$ cat src/rtl/wdsv_pkg.sv
`timescale 1ns/1ps
package wdsv_pkg;

    localparam logic [1:0] ADDR_CFG = 2'd0;
    localparam logic [1:0] ADDR_KEY = 2'd1;
    localparam logic [1:0] ADDR_VEC = 2'd2;

    localparam logic [7:0] KEY_ARM  = 8'h55;
    localparam logic [7:0] KEY_FIRE = 8'hAA;

    // config register layout: [4] enable, [3] irq mode, [2] prescale, [1:0] tap
    typedef struct packed {
        logic       enable;
        logic       irq_mode;
        logic       pre_en;
        logic [1:0] tap;
    } cfg_t;

    localparam cfg_t CFG_RST = '{enable: 1'b1, irq_mode: 1'b0, pre_en: 1'b1, tap: 2'd3};

endpackage

$ cat src/rtl/wd_prescale.sv
`timescale 1ns/1ps
module wd_prescale #(
    parameter int PRE_BITS = 9
) (
    input  logic clk,
    input  logic rst_n,
    input  logic run,
    input  logic pre_en,
    input  logic clr,
    output logic tick
);
    typedef struct packed {
        logic [PRE_BITS-1:0] cnt;
    } pre_st_t;

    pre_st_t st_d, st_q;

    always_comb begin
        st_d = st_q;
        tick = 1'b0;
        if (clr) begin
            st_d.cnt = '0;
        end else if (run) begin
            if (!pre_en) begin
                tick = 1'b1;
            end else begin
                tick     = (st_q.cnt == '1);
                st_d.cnt = st_q.cnt + 1'b1;
            end
        end
    end

    always_ff @(posedge clk or negedge rst_n) begin
        if (!rst_n) st_q <= '0;
        else        st_q <= st_d;
    end
endmodule

$ cat src/rtl/wd_chain.sv
`timescale 1ns/1ps
module wd_chain #(
    parameter int CHAIN_BITS = 15,
    parameter int TAP_BASE   = 9,
    parameter int TAP_STEP   = 2,
    localparam int CW        = CHAIN_BITS + 1
) (
    input  logic          clk,
    input  logic          rst_n,
    input  logic          tick,
    input  logic          clr,
    input  logic [1:0]    tap,
    output logic          expire,
    output logic [CW-1:0] count_o
);
    typedef struct packed {
        logic [CW-1:0] cnt;
    } chain_st_t;

    chain_st_t     st_d, st_q;
    logic [CW-1:0] lim [4];
    logic [CW-1:0] nxt;

    for (genvar g = 0; g < 4; g++) begin : g_tap
        assign lim[g] = CW'(1) << (TAP_BASE + TAP_STEP * g);
    end

    assign nxt = st_q.cnt + 1'b1;

    always_comb begin
        st_d   = st_q;
        expire = 1'b0;
        if (clr) begin
            st_d.cnt = '0;
        end else if (tick) begin
            if (nxt == lim[tap]) begin
                expire   = 1'b1;
                st_d.cnt = '0;
            end else begin
                st_d.cnt = nxt;
            end
        end
    end

    always_ff @(posedge clk or negedge rst_n) begin
        if (!rst_n) st_q <= '0;
        else        st_q <= st_d;
    end

    assign count_o = st_q.cnt;
endmodule

$ cat src/rtl/wd_key.sv
`timescale 1ns/1ps
module wd_key
    import wdsv_pkg::*;
(
    input  logic       clk,
    input  logic       rst_n,
    input  logic       key_wr,
    input  logic [7:0] key_data,
    input  logic       flush,
    output logic       done,
    output logic       armed_o
);
    typedef struct packed {
        logic armed;
    } key_st_t;

    key_st_t st_d, st_q;

    always_comb begin
        st_d = st_q;
        done = key_wr && (key_data == KEY_FIRE) && st_q.armed;
        if (flush) begin
            st_d.armed = 1'b0;
        end else if (key_wr) begin
            if (key_data == KEY_ARM)       st_d.armed = 1'b1;
            else if (key_data == KEY_FIRE) st_d.armed = 1'b0;
        end
    end

    always_ff @(posedge clk or negedge rst_n) begin
        if (!rst_n) st_q <= '0;
        else        st_q <= st_d;
    end

    assign armed_o = st_q.armed;
endmodule

$ cat src/rtl/svc_watchdog.sv
`timescale 1ns/1ps
module svc_watchdog
    import wdsv_pkg::*;
#(
    parameter int PRE_BITS   = 9,
    parameter int CHAIN_BITS = 15,
    parameter int TAP_BASE   = 9,
    parameter int TAP_STEP   = 2,
    localparam int CNT_W     = CHAIN_BITS + 1
) (
    input  logic       clk,
    input  logic       rst_n,
    input  logic       freeze,
    input  logic       wr_en,
    input  logic [1:0] wr_addr,
    input  logic [7:0] wr_data,
    input  logic       irq_ack,
    output logic       rst_req,
    output logic       irq_req,
    output logic [7:0] ack_vec
);
    typedef struct packed {
        cfg_t       cfg;
        logic [7:0] vec;
        logic       rst;
        logic       irq;
    } top_st_t;

    top_st_t            st_d, st_q;
    logic               cfg_wr, key_wr, vec_wr;
    logic               run, restart, tick, expire, svc_done, armed;
    logic [CNT_W-1:0]   chain_cnt;

    assign cfg_wr  = wr_en && (wr_addr == ADDR_CFG);
    assign key_wr  = wr_en && (wr_addr == ADDR_KEY);
    assign vec_wr  = wr_en && (wr_addr == ADDR_VEC);
    assign run     = st_q.cfg.enable && !freeze;
    assign restart = cfg_wr || svc_done;

    wd_prescale #(.PRE_BITS(PRE_BITS)) u_pre (
        .clk    (clk),
        .rst_n  (rst_n),
        .run    (run),
        .pre_en (st_q.cfg.pre_en),
        .clr    (restart),
        .tick   (tick)
    );

    wd_chain #(
        .CHAIN_BITS (CHAIN_BITS),
        .TAP_BASE   (TAP_BASE),
        .TAP_STEP   (TAP_STEP)
    ) u_chain (
        .clk     (clk),
        .rst_n   (rst_n),
        .tick    (tick),
        .clr     (restart),
        .tap     (st_q.cfg.tap),
        .expire  (expire),
        .count_o (chain_cnt)
    );

    wd_key u_key (
        .clk      (clk),
        .rst_n    (rst_n),
        .key_wr   (key_wr),
        .key_data (wr_data),
        .flush    (expire),
        .done     (svc_done),
        .armed_o  (armed)
    );

    always_comb begin
        st_d     = st_q;
        st_d.rst = 1'b0;
        if (cfg_wr)  st_d.cfg = cfg_t'(wr_data[4:0]);
        if (vec_wr)  st_d.vec = wr_data;
        if (irq_ack) st_d.irq = 1'b0;
        if (expire) begin
            if (st_q.cfg.irq_mode) st_d.irq = 1'b1;
            else                   st_d.rst = 1'b1;
        end
    end

    always_ff @(posedge clk or negedge rst_n) begin
        if (!rst_n) begin
            st_q     <= '0;
            st_q.cfg <= CFG_RST;
        end else begin
            st_q <= st_d;
        end
    end

    assign rst_req = st_q.rst && st_q.cfg.enable;
    assign irq_req = st_q.irq && st_q.cfg.enable;
    assign ack_vec = irq_ack ? st_q.vec : 8'h00;
endmodule

$ cat config.mk
export PLATFORM = sky130hd
export DESIGN_NAME = svc_watchdog
export DESIGN_NICKNAME = d
export VERILOG_FILES = /design/src/rtl/wdsv_pkg.sv /design/src/rtl/wd_prescale.sv /design/src/rtl/wd_chain.sv /design/src/rtl/wd_key.sv /design/src/rtl/svc_watchdog.sv
export SDC_FILE = /design/constraint.sdc
export NUM_CORES = 1
export LEC_CHECK = 0
export ABC_AREA = 1
export ABC_CLOCK_PERIOD_IN_PS = 2700
export CAP_MARGIN = 20
export CORE_UTILIZATION = 45
export DETAILED_ROUTE_END_ITERATION = 8
export PLACE_DENSITY = 0.68
export SLEW_MARGIN = 0
export SYNTH_ARGS = -nofsm -noshare
export SYNTH_HDL_FRONTEND = slang
export SYNTH_HIERARCHICAL = 1
export SYNTH_SLANG_ARGS = --single-unit
$ cat constraint.sdc
create_clock -name clk -period 2.7 [get_ports clk]
set_input_delay 0.54 -clock clk [delete_from_list [all_inputs] [get_ports clk]]
set_output_delay 0.54 -clock clk [all_outputs]
set_load 0.1 [all_outputs]
==> impl_metrics.json <==
{
  "status": "completed",
  "rows": 27,
  "grt-ovfl-total": 0,
  "reg2reg_slack_ps": 610,
  "setup_viol": 0,
  "cp.arrival_ps": 2500,
  "netlist_area_um2": 2650,
  "final_util_pct": 56.3,
  "die_h_um": 78.8,
  "post_cts_resized": 0,
  "worst-path-max-fanout": 9,
  "clock.fmax_ghz": 0.430,
  "postCtsSetupRepairBufs": 0,
  "rsz0062_at_grt": "false",
  "ys_ff_latch": 41,
  "dp_slack_ps": 32.1,
  "stdcell_area_um2": 3160,
  "final.setup_skew_ps": 7.68,
  "clockBufferDepth": 2,
  "hp-class": "in -> async",
  "power.total_mw": 1.53,
  "cts_root_buffer": "clkbuf_8",
  "worst_slack_ps": 372,
  "cellLeakagePower_nw": 1.62,
  "power_density_nw_per_um2": 483,
  "final_common_cell": "nand2_1",
  "holdBufCountCts": 0,
  "grt_busiest_layer": "met2",
  "hold_violations": 0,
  "period_share_pct": 86.2,
  "fin_hold_ws_ps": 383,
  "drt_iter0_drc": 168,
  "ys_seq_area_share_pct": 38.8,
  "place.port_buffers": 24,
  "clkSinkCount": 41,
  "firstDrtPassIters": 6,
  "crit_required_ps": 2870,
  "wl_per_cell_um": 11.8,
  "slew_headroom_pct": 38.2,
  "antenna_found_initial": 0,
  "critPathKind": "in -> reg",
  "htreeDepth": 2,
  "place.gp.congestion": 0.846,
  "cp-start-kind": "input pin",
  "final_cell_mix": "nand2_1, inv_1, dfrtp_1",
  "start_util_pct": 47.3,
  "timing.rr.start": "u_chain/count_o[0]",
  "dpl.hpwl_mm": 4.24,
  "synthCells": 368,
  "reg2reg_to": "st_q[0]",
  "drv_slew": 0,
  "finalCriticalPeriod_ps": 2330,
  "pin_count": 25,
  "gr-usage-met1_pct": 26.9,
  "yosys.cell_types.count": 36,
  "wirelength_mm": 5.61,
  "area_growth_pct": 19.0,
  "fin_tns_setup_ps": 0,
  "placed_cells": 467,
  "drive_gt1_share_pct": 17.6,
  "die_x_um": 78.8,
  "r2r.worst_path.cells": 13,
  "nets": 420,
  "ir_drop_uv": 253,
  "use_met3_pct": 3.33,
  "core_area_um2": 5610,
  "place_area_um2": 3080,
  "syn-mean-instance-area_um2": 7.21,
  "vias": 2402,
  "grt.met2_usage_pct": 33.4,
  "syn_nets": 386,
  "track_usage_pct": 20.2,
  "antenna_left": 0,
  "grt_pass1_vias": 2239,
  "layout.cells.non_filler": 475,
  "worstSetupEndpointType": "flop",
  "ys_warn_count": 6,
  "insertion_delay_ps": 290,
  "cts_inserted_buffers": 5,
  "drcViolationCount": 0,
  "grt_pass1_wl_mm": 9.90,
  "viasPerCell": 5.06,
  "diodes": 0,
  "die-area_um2": 6210,
  "grt_max_degree": 42,
  "cts_tree": "done",
  "maxCapViolations": 0,
  "path_clk_slew_ps": 80,
  "worstMarginPinSlew_ps": 927
}
## kinds of logic after synthesis
group | after synthesis | share of synthesized area [%]
DFF | 41 | 38.8
buffers and inverters | 60 | 9.29
xor gates and xnor gates | 4 | 1.89
and+or+nand+nor | 231 | 42.2
AOI/OAI and AO/OA | 29 | 6.32
adders and majority gates | 3 | 1.41
## synth_stat cells, drive strengths merged
master	n	area share [%]
or2	1	0.24
xor3	1	0.90
and2	1	0.24
nand3b	1	0.28
nand3	33	8.2
a21oi	13	2.5
xor2	3	0.99
clkbuf	1	0.14
buf	4	1.3
nand2	130	20
nand4	16	3.8
and3	1	0.24
ha	3	1.4
dfrtp	37	35
o22ai	7	1.7
inv	53	7.5
clkinv	2	0.33
dfstp	4	4.0
nor2	44	8.2
o21ai	8	1.9
o31ai	1	0.28
nor3	4	1.4
## report_power, final
group | total [mW] | leakage [nW] | switching, mW | internal, mW
registers | 0.739 | 0.542 | 0.0588 | 0.680
logic | 0.400 | 1.03 | 0.251 | 0.149
clock network | 0.386 | 0.0422 | 0.205 | 0.182
## worst max path at each step
stage	startpoint	slack [ps]	endpoint	cells past startpoint
floorplan	wr_en	180	u_chain/count_o[8]	17
global placement	wr_en	110	u_chain/count_o[8]	16
detailed placement	wr_addr[0]	30	u_chain/count_o[8]	16
CTS	wr_addr[0]	350	u_chain/count_o[8]	16
global route	wr_addr[0]	110	u_chain/count_o[8]	16
finish	wr_addr[0]	370	u_chain/count_o[8]	16
## sequential cells by signal (all words and copies together) (netlist names)
signal / cells
u_pre/st_q: 9
u_key/armed_o: 1
st_q: 15
u_chain/count_o: 16
## layout make-up
class                           instances  area (um^2)
Tap cell                               72         90.1
Clock buffer                            7         76.3
Inverter                               55          208
Sequential cell                        41         1030
Multi-Input combinational cell        267         1380
Timing Repair Buffer                   32          370
Clock inverter                          1         5.00
Fill cell                             556         2450
## layer usage
| layer | vias to the layer above | share of wire, % |
|---|---|---|
| met1 | 1123 | 48 |
| met4 | 0 | 0.75 |
| li1 | 1237 | - |
| met2 | 37 | 48 |
| met5 | - | 0 |
| met3 | 5 | 3.2 |
## critical path: stages
cell,delay [ps]
clkdlybuf4s50_1,480
nand2_1,50
nor2_1,120
nand2_1,70
nor2_1,80
nand3_1,100
nor2_1,100
inv_1,40
nand2_1,90
inv_2,80
nand2_1,60
a21oi_1,50
nor2_1,140
clkinv_1,260
nand3_1,160
o21ai_0,90
(Power assumes the default switching activity.)
